File: src/rtl/runahead_ctrl.sv
module runahead_ctrl #(
  parameter int DW       = 16,
  parameter int PCW      = 16,
  parameter int NREG     = 8,
  parameter int LINE_OFF = 2,
  parameter int IDX_W    = 3,
  parameter int CNT_W    = 3
) (
  input  logic                     clk,
  input  logic                     rst_n,
  input  logic                     exit_drain,
  input  logic                     in_valid,
  input  logic [1:0]               in_op,
  input  logic [PCW-1:0]           in_pc,
  input  logic [$clog2(NREG)-1:0]  in_rd,
  input  logic [$clog2(NREG)-1:0]  in_rs1,
  input  logic [$clog2(NREG)-1:0]  in_rs2,
  input  logic [DW-1:0]            in_alu_res,
  input  logic                     in_dhit,
  input  logic [DW-1:0]            in_ldata,
  input  logic                     resp_valid,
  input  logic [DW-LINE_OFF-1:0]   resp_line,
  output logic [DW-1:0]            op_a,
  output logic                     op_a_inv,
  output logic [DW-1:0]            op_b,
  output logic                     op_b_inv,
  output logic                     mem_req_valid,
  output logic [DW-1:0]            mem_req_addr,
  output logic                     dc_wr_en,
  output logic [DW-1:0]            dc_wr_addr,
  output logic [DW-1:0]            dc_wr_data,
  output logic                     dc_fill_en,
  output logic                     br_en,
  output logic                     fetch_stall,
  output logic                     redirect_valid,
  output logic [PCW-1:0]           redirect_pc,
  output logic                     ra_active
);

  localparam int LW   = DW - LINE_OFF;
  localparam int CMAX = (1 << CNT_W) - 1;
  localparam int CLIM = CMAX - 1;
  localparam logic [1:0] OP_ALU = 2'd0, OP_LD = 2'd1, OP_ST = 2'd2, OP_BR = 2'd3;

  logic [DW-1:0]    rf_q [NREG];
  logic [DW-1:0]    ck_q [NREG];
  logic [NREG-1:0]  inv_q;
  logic             ra_q, rst_q, stall_q, ps_q;
  logic [CNT_W-1:0] cnt_q;
  logic [PCW-1:0]   mpc_q;
  logic [LW-1:0]    mline_q;

  logic act, is_alu, is_ld, is_st, is_br;
  logic src_inv, ld_miss, collide, req, prim, ps_nxt, exit_ra, enter, we, winv;
  logic [CNT_W-1:0] cnt_nxt;
  logic [DW-1:0]    wdata;

  assign op_a     = rf_q[in_rs1];
  assign op_b     = rf_q[in_rs2];
  assign op_a_inv = inv_q[in_rs1];
  assign op_b_inv = inv_q[in_rs2];

  assign act    = in_valid & ~rst_q;
  assign is_alu = in_op == OP_ALU;
  assign is_ld  = in_op == OP_LD;
  assign is_st  = in_op == OP_ST;
  assign is_br  = in_op == OP_BR;

  assign src_inv = op_a_inv | (op_b_inv & (is_alu | is_br));
  assign ld_miss = act & is_ld & ~in_dhit & ~op_a_inv;
  assign collide = op_a[LINE_OFF +: IDX_W] == mline_q[IDX_W-1:0];
  assign req     = ld_miss & (~ra_q | (~collide & (cnt_q < CNT_W'(CLIM))));

  assign prim    = resp_valid & (resp_line == mline_q);
  assign cnt_nxt = cnt_q + {{(CNT_W-1){1'b0}}, req} - {{(CNT_W-1){1'b0}}, resp_valid};
  assign ps_nxt  = ps_q | (ra_q & prim);
  assign exit_ra = ra_q & (exit_drain ? (ps_nxt & (cnt_nxt == '0)) : prim);
  assign enter   = ~ra_q & ld_miss;

  assign we    = act & (is_alu | is_ld);
  assign wdata = is_alu ? in_alu_res : in_ldata;
  assign winv  = is_alu ? src_inv : (op_a_inv | ~in_dhit);

  assign mem_req_valid  = req;
  assign mem_req_addr   = op_a;
  assign dc_wr_en       = act & is_st & ~ra_q;
  assign dc_wr_addr     = op_a;
  assign dc_wr_data     = op_b;
  assign dc_fill_en     = resp_valid & (~ra_q | prim);
  assign br_en          = act & is_br & ~(ra_q & src_inv);
  assign fetch_stall    = stall_q;
  assign redirect_valid = rst_q;
  assign redirect_pc    = mpc_q;
  assign ra_active      = ra_q;

  always_ff @(posedge clk) begin
    if (!rst_n) begin
      for (int i = 0; i < NREG; i++) begin
        rf_q[i] <= '0;
        ck_q[i] <= '0;
      end
      inv_q   <= '0;
      ra_q    <= 1'b0;
      rst_q   <= 1'b0;
      stall_q <= 1'b0;
      ps_q    <= 1'b0;
      cnt_q   <= '0;
      mpc_q   <= '0;
      mline_q <= '0;
    end else begin
      cnt_q <= cnt_nxt;
      rst_q <= exit_ra;
      if (exit_ra) begin
        for (int i = 0; i < NREG; i++) rf_q[i] <= ck_q[i];
        inv_q   <= '0;
        ra_q    <= 1'b0;
        stall_q <= 1'b0;
        ps_q    <= 1'b0;
      end else begin
        if (we) begin
          rf_q[in_rd]  <= wdata;
          inv_q[in_rd] <= winv;
        end
        stall_q <= stall_q | (ra_q & act & is_br & src_inv);
        if (enter) begin
          for (int i = 0; i < NREG; i++) ck_q[i] <= rf_q[i];
          ra_q    <= 1'b1;
          mpc_q   <= in_pc;
          mline_q <= op_a[DW-1:LINE_OFF];
          ps_q    <= 1'b0;
        end else begin
          ps_q <= ps_nxt;
        end
      end
    end
  end


  no_overflow_chk: assert property (@(posedge clk) disable iff (!rst_n)
    (cnt_q == CNT_W'(CMAX)) |-> !(mem_req_valid && !resp_valid));


  enter_mode_chk: assert property (@(posedge clk) disable iff (!rst_n)
    (!ra_q && !rst_q && mem_req_valid) |=> ra_q);


  inv_addr_chk: assert property (@(posedge clk) disable iff (!rst_n)
    (in_valid && in_op == OP_LD && inv_q[in_rs1]) |-> !mem_req_valid);


  stall_hold_chk: assert property (@(posedge clk) disable iff (!rst_n)
    (fetch_stall && ra_active) |=> (fetch_stall || redirect_valid));


  ckpt_hold_chk: assert property (@(posedge clk) disable iff (!rst_n)
    (ra_q && $past(ra_q)) |-> ($stable(mpc_q) && $stable(mline_q)));


  redirect_pulse_chk: assert property (@(posedge clk) disable iff (!rst_n)
    redirect_valid |=> (!redirect_valid && !ra_active));


  restore_clean_chk: assert property (@(posedge clk) disable iff (!rst_n)
    redirect_valid |-> (inv_q == '0 && !fetch_stall));


  drain_exit_chk: assert property (@(posedge clk) disable iff (!rst_n)
    ($fell(ra_q) && $past(exit_drain)) |-> (cnt_q == '0));

endmodule

File: config.mk
export PLATFORM = sky130hd
export DESIGN_NAME = runahead_ctrl
export DESIGN_NICKNAME = d
export VERILOG_FILES = /design/src/rtl/runahead_ctrl.sv
export SDC_FILE = /design/constraint.sdc
export NUM_CORES = 1
export LEC_CHECK = 0
export BUFFER_PORTS_ARGS = -buffer_cell sky130_fd_sc_hd__buf_2
export CORE_MARGIN = 4
export CORE_UTILIZATION = 50
export CTS_BUF_LIST = sky130_fd_sc_hd__clkbuf_2
export CTS_CLUSTER_DIAMETER = 120
export DETAILED_ROUTE_END_ITERATION = 8
export PLACE_DENSITY = 0.78
export SETUP_SLACK_MARGIN = 0.5
export SYNTH_ARGS = -nofsm -noshare
export SYNTH_HDL_FRONTEND = slang
export SYNTH_SLANG_ARGS = --single-unit
File: constraint.sdc
create_clock -name clk -period 7.6 [get_ports clk]
set_clock_uncertainty 0.05 [all_clocks]
set_input_delay 0 -clock clk [delete_from_list [all_inputs] [get_ports clk]]
set_output_delay 0 -clock clk [all_outputs]
set_load 0.05 [all_outputs]
# After elaboration in Yosys (flattened, before gate mapping)
# Memories as Yosys holds them, arrays and structs flattened.
# Cells that the tools add are included.
# word_totals
mem_count	2
latchBits	0
output_inout_bits	105
ramBits	256
regBits	45
romBits	0
word_cells	124
inputBits	79
# classes
n_div	0
muxes	41
eq_ne	5
shift	0
mul	0
bitwise_logic	54
n_addsub	2
n_reduce_logical	7
order_cmp	5
# mem_list
name	words	width	rd	rd_ports_with_merged_regs	wr	line	rtl
ck_q	8	16	8	0	8	46	logic [DW-1:0] ck_q [NREG];
rf_q	8	16	10	0	8	45	logic [DW-1:0] rf_q [NREG];
# op_table
operator	n
$mux W16	18
$or A1 B1 Y1	24
$and A1 B1 Y1	22
$mux W1	18
$reduce_or A16 Y1	1
$eq A14 B14 Y1	1
$lt A3 B4 Y1 const B	3
$bwmux W8	1
$not A1 Y1	8
$bmux W1 S3	2
$eq A2 B2 Y1 const B	2
$add A3 B1 Y3	1
$demux W1 S3	1
$eq A3 B3 Y1	1
$ge A3 B1 Y1 const B	1
$logic_not A3 Y1	1
$lt A3 B3 Y1 const B	1
$mux W3	1
$reduce_or A3 Y1	1
$sub A3 B1 Y3	1
$eq A2 B1 Y1 const B	1
$logic_not A2 Y1	1
$reduce_and A2 Y1	1
$reduce_or A2 Y1	1
$logic_and A1 B1 Y1	1

# Logic depth before layout (Yosys ltp)
# Gate-level depths: netlist of run 1.
# logic_depth
word_depth	17
mapped_depth	16
ltp_nobuf	12

# Worst setup path after synthesis of run 1
# Ideal clock, no wire load.
# synth_timing
path_type	reg2reg
startpoint	register inv_q[3]
endpoint	memory ck_q[0][0] (enable)
path_buffers	2
path_stages_with_launch	8
t_arrival_ps	4884
path_slack_ps	2156
required_time_ps	7040
path_cell_list	dfxtp_1 mux4_2 mux2i_2 inv_2 nor4_4 buf_6 buf_6 nand2b_1
# synth_lines
item	line	rtl
start: declaration	47	logic [NREG-1:0] inv_q;
start signal: indexed assignment	122	inv_q[in_rd] <= winv;
end: declaration	46	

==> run_results.csv, run 1 <==
group,metric,value,unit
clock_tree,cts_resized,0,
die,initial_core_util,50.5,%
setup_path,arrival,6.38,ns
detailed_routing,met3_length,4.89,mm
detailed_routing,highest_layer,"met4",
global_routing,grt_pass1_wl,65.6,mm
setup_path,crit_path_start_kind,"flop",
setup_path,cp-end-kind,"flop",
global_routing,grt_max_degree,156,
status,status,"finished, final reports clean",
die,design.core.area,0.0296,mm²
die,io_pins,184,
synth,netlist_top_cells_count,"256 x edfxtp_1, 98 x and3_1, 96 x o2bb2ai_1, 76 x nand2_1, 68 x mux4_2",
detailed_routing,via_per_inst,6.14,
global_routing,track_usage,25.7,%
finish,final_net_count,1423,
synth,ys_types,45,
clock_tree,cts_tree,"built",
detailed_routing,drtIter0Drc,1368,
clock_tree,path_clk_slew,0.12,ns
die,die-area,0.0327,mm²
detailed_routing,avgRoutedWirePerCell,24.1,µm
clock_tree,htree_levels,3,
synth,syn-cell-area,0.0149,mm²
synth,syn_inst,1080,
flow_run,drv_cap,0,
clock_tree,cts.sink_count,301,
synth,yosysSeqAreaShare,57.5,%
sta,fin_setup_tns,0,ns
die,rows,63,
sta,finalHoldViolCount,0,
placement,portBuffers,183,
power_and_ir_drop,cellLeakagePower,7.05,nW
detailed_routing,drt-pass1-iter-count,5,
detailed_routing,wl_met1,16.0,mm
worst_hold_path,worst_hold_path_type,"input pin to flop",
sta,hold_slack,0.0994,ns
detailed_routing,wl_met2,20.4,mm
clock_tree,clockBufferDepth,3,
sta,drv_slew,0,
finish,drive_above_1_share,30.7,%
sta,fin_crit,5.99,ns
synth,synth_area_per_cell,13.8,µm²
setup_path,cp_max_fo,16,
die,dieHeight,181,µm
setup_path,crit_required,7.99,ns
global_routing,grt_pass1_vias,11000,
placement,finalWeightedCongestion,0.859,
synth,synth_top_area_share,51.5,%
setup_path,critPathKind,"flop to flop",
die,dieWidth,181,µm
finish,areaGrowthSynthToFinish,17.3,%
synth,async_reset_ff_share,0,%
global_routing,grt_overflow,0,
power_and_ir_drop,ir_drop,0.0856,mV
detailed_routing,drcViolationCount,0,
placement,dp_hpwl,24.6,mm
sta,max_freq,167,MHz
synth,synth_edf_count,256,
sta,tightest_slew,1.46,ns
clock_tree,cts_made_buffers,74,
global_routing,antenna_found_initial,2,
detailed_routing,postRouteAntennaNets,0,
synth,ys_warn_count,0,
clock_tree,insertion_delay,0.87,ns
sta,relSlewSlack,2.88,%
clock_tree,cts_root_buf,"clkbuf_2",
synth,synthTopCellsByArea,"edfxtp_1 51%, mux4_2 10%, dfxtp_1 6.0%",
detailed_routing,route.final.wire_length,43.0,mm
synth,synthesis.nets,1167,
power_and_ir_drop,p_per_area,205,mW/mm²
sta,finalCritPeriodShare,78.9,%
sta,finalSetupViolations,0,
synth,yosys_register_bits,301,
detailed_routing,via_count,11000,
sta,rsz0062_at_grt,"false",
synth,yosysMostFrequentCell,"edfxtp_1",
synth,synth_top_area_cell,"edfxtp_1",
synth,synth-main-ff-cell,"edfxtp_1",
==> cells in the final DEF (no fill, tap or decap), types with 2 or more instances in the layout <==
| cell | netlist | final |
|---|---|---|
| edfxtp_1 | 256 | 256 |
| buf_2 | 18 | 182 |
| dlygate4sd3_1 | 0 | 113 |
| clkbuf_2 | 9 | 107 |
| and3_1 | 98 | 98 |
| o2bb2ai_1 | 96 | 96 |
| nand2_1 | 76 | 76 |
| mux4_2 | 68 | 68 |
| mux2i_1 | 57 | 57 |
| dfxtp_1 | 45 | 45 |
| nand3_1 | 42 | 42 |
| and2_1 | 35 | 35 |
| mux2_2 | 32 | 32 |
| clkinv_1 | 0 | 24 |
| buf_4 | 57 | 20 |
| xnor2_1 | 18 | 18 |
| o21ai_0 | 17 | 17 |
| o21ai_1 | 14 | 14 |
| nor2_1 | 12 | 12 |
| nor3_1 | 10 | 10 |
| a211oi_1 | 9 | 9 |
| inv_1 | 9 | 9 |
| ha_1 | 7 | 7 |
| a21oi_2 | 1 | 6 |
| or3_1 | 5 | 5 |
| a21oi_1 | 9 | 4 |
| nand4_1 | 4 | 4 |
| nand2b_1 | 4 | 3 |
| nor2b_1 | 3 | 3 |
| diode_2 | 0 | 2 |
| inv_2 | 1 | 2 |
| a21o_1 | 2 | 2 |
==> per-layer routing <==
metal  GRT usage [%]  up-vias
met1            33.0     5361
li1                -     4700
met3            6.50      119
met4            11.8        0
met2            41.4      782
met5               0        -
==> critical path, stage by stage (launching register included) <==
cell,delay (ns)
dfxtp_1,0.34
mux4_2,0.48
mux2i_2,0.23
inv_2,0.09
or3_1,0.36
dlygate4sd3_1,0.59
a21oi_1,0.19
ha_1,0.21
fa_1,0.45
o31ai_2,0.67
nand2_1,0.28
a21oi_1,0.87
or3_1,0.77
==> timing repair <==
action,4_1_cts,5_1_grt
hold buffers,113,0
hold endpoints to repair,236,0
buffers inserted,0,0
==> path summary, 6_finish.rpt <==
kind	cells after the start	slack, ns	startpoint	to
worst max register to register	12	1.61	inv_q[7]$_SDFFE_PP0P_	rf_q[6][4]$_DFFE_PP_
worst min register to register	2	0.43	mline_q[8]$_SDFFE_PN0P_	mline_q[8]$_SDFFE_PN0P_
worst max-delay path	12	1.61	inv_q[7]$_SDFFE_PP0P_	rf_q[6][4]$_DFFE_PP_
worst min-delay path	5	0.1	in_rs1[1]	mline_q[13]$_SDFFE_PN0P_
==> through the flow <==
step / power (mW) / instances / util, % / setup WS [ns] / area, µm²
finish: 3.59 / 1785 / 59.3 / 1.61 / 17500
global route: 3.74 / 1784 / 59.2 / 1.37 / 17500
CTS: 3.60 / 1783 / 59.2 / 1.78 / 17500
detailed placement: 2.54 / 1537 / 53.3 / 2.09 / 15700
global placement: 2.53 / 1537 / 53.3 / 2.20 / 15700
floorplan: 2.40 / 1080 / - / 2.16 / 14900
==> cells by family (layout without fill, tap and decap cells) <==
kind of cell             Yosys count  after routing  share of synthesized area (%)
multiplexers                     158            158                           16.6
adder cells (fa/ha/maj)            8              8                          0.720
AO/OA/AOI/OAI                    155            155                           8.07
flip-flops                       301            301                           57.5
buffers and inverters            147            460                           5.60
other                              0              2                              0
AND/OR/NAND/NOR                  293            293                           10.5
XOR/XNOR                          18             18                           1.06
==> power breakdown <==
| group | switching (mW) | leakage [nW] | internal [mW] |
|---|---|---|---|
| Combinational | 0.435 | 3.54 | 0.199 |
| Sequential | 0.0454 | 3.02 | 1.87 |
| Clock | 0.662 | 0.490 | 0.377 |
| Total | 1.14 | 7.05 | 2.45 |
==> area by class of cell <==
type,instances,area (µm²)
sequential,301,8590
multi-input combinational,632,5540
tap,390,488
timing repair buffer,317,2220
clock inverter,26,98.8
antenna,2,5.00
fill,2170,12000
inverter,10,37.5
clock buffer,107,536
==> state kept, by name, summed over array words and instances (netlist names) <==
signal,cells
inv_q,8
ck_q,128
fetch_stall,1
cnt_q,3
mline_q,14
ps_q,1
redirect_pc,16
rf_q,128
redirect_valid,1
ra_active,1
(Power assumes the default switching activity.)
==> inputs of run 2 (changes only) <==
--- a/config.mk
+++ b/config.mk
@@ -5,6 +5,7 @@
 export SDC_FILE = /design/constraint.sdc
 export NUM_CORES = 1
 export LEC_CHECK = 0
+export ABC_AREA = 1
 export BUFFER_PORTS_ARGS = -buffer_cell sky130_fd_sc_hd__buf_2
 export CORE_MARGIN = 4
 export CORE_UTILIZATION = 50
==> constraint.sdc (replaced) <==
create_clock -name clk -period 6.23 [get_ports clk]
set_clock_uncertainty 0.05 [all_clocks]
set_input_delay 0 -clock clk [delete_from_list [all_inputs] [get_ports clk]]
set_output_delay 0 -clock clk [all_outputs]
set_load 0.05 [all_outputs]
==> run_results.csv, run 2 <==
group,metric,value,unit
detailed_routing,drcViolationCount,0,
synth,yosysMostFrequentCell,"nand2_1",
finish,seq_area,0.00859,mm²
synth,synth_area_per_cell,8.36,µm²
sta,finalCritPeriodShare,86.9,%
sta,tightest_slew,1.20,ns
setup_path,critPathKind,"flop to flop",
sta,relSlewSlack,19.7,%
detailed_routing,postRouteAntennaNets,0,
synth,yosys_register_bits,301,
sta,finalSetupViolations,0,
die,design.core.area,0.0309,mm²
synth,synthesis.nets,1983,
flow_run,drv_cap,0,
setup_path,cp_max_fo,23,
status,status,"finished, final reports clean",
global_routing,grt_max_degree,121,
global_routing,grt_pass1_vias,14400,
clock_tree,htree_levels,3,
synth,async_reset_ff_share,0,%
finish,layout_commonest_cell,"nand2_1",
power_and_ir_drop,switching_share,34.0,%
sta,drv_slew,0,
power_and_ir_drop,p_switching,1.56,mW
clock_tree,insertion_delay,0.95,ns
synth,synth-main-ff-cell,"edfxtp_1",
die,initial_core_util,51.3,%
finish,final_net_count,2189,
detailed_routing,via_count,15100,
placement,portBuffers,183,
finish,multiInputGateArea,0.00554,mm²
setup_path,crit_start,"rf_q[2][2]$_DFFE_PP_",
synth,synth_top_area_share,48.5,%
synth,synth_top_family_by_area,"simple AND/OR/NAND/NOR gates",
clock_tree,cts_made_buffers,77,
synth,ys_types,36,
placement,dp_hpwl,33.0,mm
power_and_ir_drop,cellLeakagePower,8.49,nW
synth,synth-compound-area-share,11.2,%
die,io_pins,184,
clock_tree,cts_tree,"built",
power_and_ir_drop,pwr-share-clk,30.3,%
clock_tree,cts.sink_count,301,
sta,max_freq,185,MHz
detailed_routing,avgRoutedWirePerCell,21.1,µm
clock_tree,clockBufferDepth,3,
synth,syn_inst,1896,
detailed_routing,drt-pass1-iter-count,7,
synth,synth_top_area_cell,"edfxtp_1",
global_routing,track_usage,29.8,%
detailed_routing,drtIter0Drc,2301,
finish,areaGrowthSynthToFinish,14.9,%
power_and_ir_drop,ir_drop,0.148,mV
die,dieWidth,186,µm
sta,rsz0062_at_grt,"false",
synth,synth-simple-area-share,22.5,%
synth,synth_edf_count,256,
setup_path,arrival,6.20,ns
global_routing,grt_pass1_wl,79.7,mm
clock_tree,cts_root_buf,"clkbuf_2",
setup_path,crit_required,7.02,ns
finish,drive_above_1_share,16.5,%
clock_tree,post-cts-setup-buffers,0,
finish,fillers,2673,
finish,layout_common_cells,"528 x nand2_1, 256 x edfxtp_1, 218 x inv_1, 184 x o21ai_0, 182 x buf_2",
synth,yosys-mux-area-fraction,0,%
die,die-area,0.0346,mm²
power_and_ir_drop,p_comb_share,18.5,%
setup_path,r2r_start,"rf_q[2][2]$_DFFE_PP_",
worst_hold_path,worst_hold_path_type,"input pin to flop",
sta,fin_setup_tns,0,ns
synth,netlist_top_cells_count,"529 x nand2_1, 256 x edfxtp_1, 218 x inv_1, 190 x o21ai_0, 159 x nor2_1",
sta,finalHoldViolCount,0,
clock_tree,path_clk_slew,0.11,ns
global_routing,antenna_found_initial,3,
detailed_routing,via_per_inst,5.90,
synth,synth-xor-area-share,0.276,%
power_and_ir_drop,p_per_area,252,mW/mm²
detailed_routing,route.final.wire_length,53.9,mm
synth,synth_adder_area_share,0.679,%
die,rows,64,
synth,syn-cell-area,0.0158,mm²
synth,synthTopCellsByArea,"edfxtp_1 49%, nand2_1 13%, o21ai_0 6.0%",
setup_path,cp-end-kind,"flop",
die,dieHeight,186,µm
placement,finalWeightedCongestion,0.941,
worst_hold_path,hold_start,"resp_line[4]",
synth,ys_warn_count,0,
power_and_ir_drop,p_seq_share,51.1,%
finish,postLayoutCoreUtil,58.9,%
power_and_ir_drop,p_int,3.03,mW
setup_path,crit_path_start_kind,"flop",
synth,yosysSeqAreaShare,54.2,%
sta,fin_crit,5.41,ns
global_routing,grt_overflow,0,
## run 2: cell types whose count changed after synthesis, moves of 34 or more
cell,previous run,this run
a21oi_1,9,116
and2_1,35,1
and3_1,98,1
inv_1,9,218
mux2i_1,57,0
mux4_2,68,0
nand2_1,76,529
nand3_1,42,5
nand4_1,4,128
nor2_1,12,159
o21ai_0,17,190
o2bb2ai_1,96,0
## run 2: path summary, 6_finish.rpt
check / cells after the start / endpoint / slack (ns)
worst max register to register: 20 / redirect_valid$_SDFF_PN0_ / 0.82
worst min-delay path: 11 / inv_q[5]$_SDFFE_PP0P_ / 0.13
worst max-delay path: 20 / redirect_valid$_SDFF_PN0_ / 0.82
worst min register to register: 2 / rf_q[0][10]$_DFFE_PP_ / 0.40
## run 2: per-stage QoR
| stage | hold WS [ns] | setup slack (ns) | instance area, µm² | instances | power [mW] |
|---|---|---|---|---|---|
| after floorplan | 0.0603 | 1.93 | 15800 | 1896 | 2.94 |
| after global placement | 0.149 | 1.67 | 16500 | 2320 | 3.14 |
| after detailed placement | 0.152 | 1.54 | 16500 | 2320 | 3.15 |
| after CTS | 0.0848 | 0.650 | 18200 | 2553 | 4.55 |
| after global routing | 0.180 | 0.545 | 18200 | 2556 | 4.73 |
| final | 0.129 | 0.819 | 18200 | 2556 | 4.58 |
## run 2: area by class of cell
cell class                      instances  share of cell area (%)
Sequential cell                       301                    47.2
Multi-Input combinational cell       1196                    30.4
Timing Repair Buffer                  296                    11.1
Inverter                              230                    4.74
Clock buffer                          119                    3.27
Tap cell                              396                    2.72
Clock inverter                         16                   0.481
Antenna cell                            2                  0.0275
## run 2: kinds of logic after synthesis
logic type,after synthesis
AND/OR/NAND/NOR,840
buffers and inverters,400
AO/OA/AOI/OAI,342
flip-flops,301
adder cells (fa/ha/maj),8
XOR/XNOR,5
## run 2: power by group through the flow
stage | Combinational (mW) | Clock [mW] | Sequential, mW
final | 0.850 | 1.39 | 2.34
after global routing | 0.895 | 1.49 | 2.35
after CTS | 0.819 | 1.39 | 2.34
after detailed placement | 0.765 | 0 | 2.39
after global placement | 0.754 | 0 | 2.38
after floorplan | 0.568 | 0 | 2.37
## run 2: timing repair
item / in CTS / in global routing
gates resized for setup: 0 / 1
endpoints found under the hold margin: 240 / 0
hold buffers: 98 / 0
setup endpoints to repair: 0 / 55
## run 2: routing by layer
metal / up-vias / GRT usage, % / part of all wire, %
met2: 1265 / 44.6 / 42
li1: 6705 / - / -
met1: 6879 / 38.1 / 36
met5: - / 0 / 0.024
met4: 2 / 15.7 / 5.9
met3: 237 / 10.6 / 16
## run 2: worst max-delay path, stage by stage, from the launching register on
cell and delay (ns):
edfxtp_1 0.37, inv_1 0.12, a21oi_1 0.08, o21ai_0 0.11
nand2_1 0.06, o21ai_0 0.53, xor2_1 0.19, nand3b_1 0.09
nand2_1 0.06, nand2_1 0.07, ha_1 0.23, fa_1 0.41
xnor2_1 0.16, nor3_1 0.13, nand2_1 0.08, nand2_1 0.05
dlygate4sd3_1 0.59, nand2_4 0.09, dlygate4sd3_1 0.81, nor2_8 0.46
dlygate4sd3_1 0.61
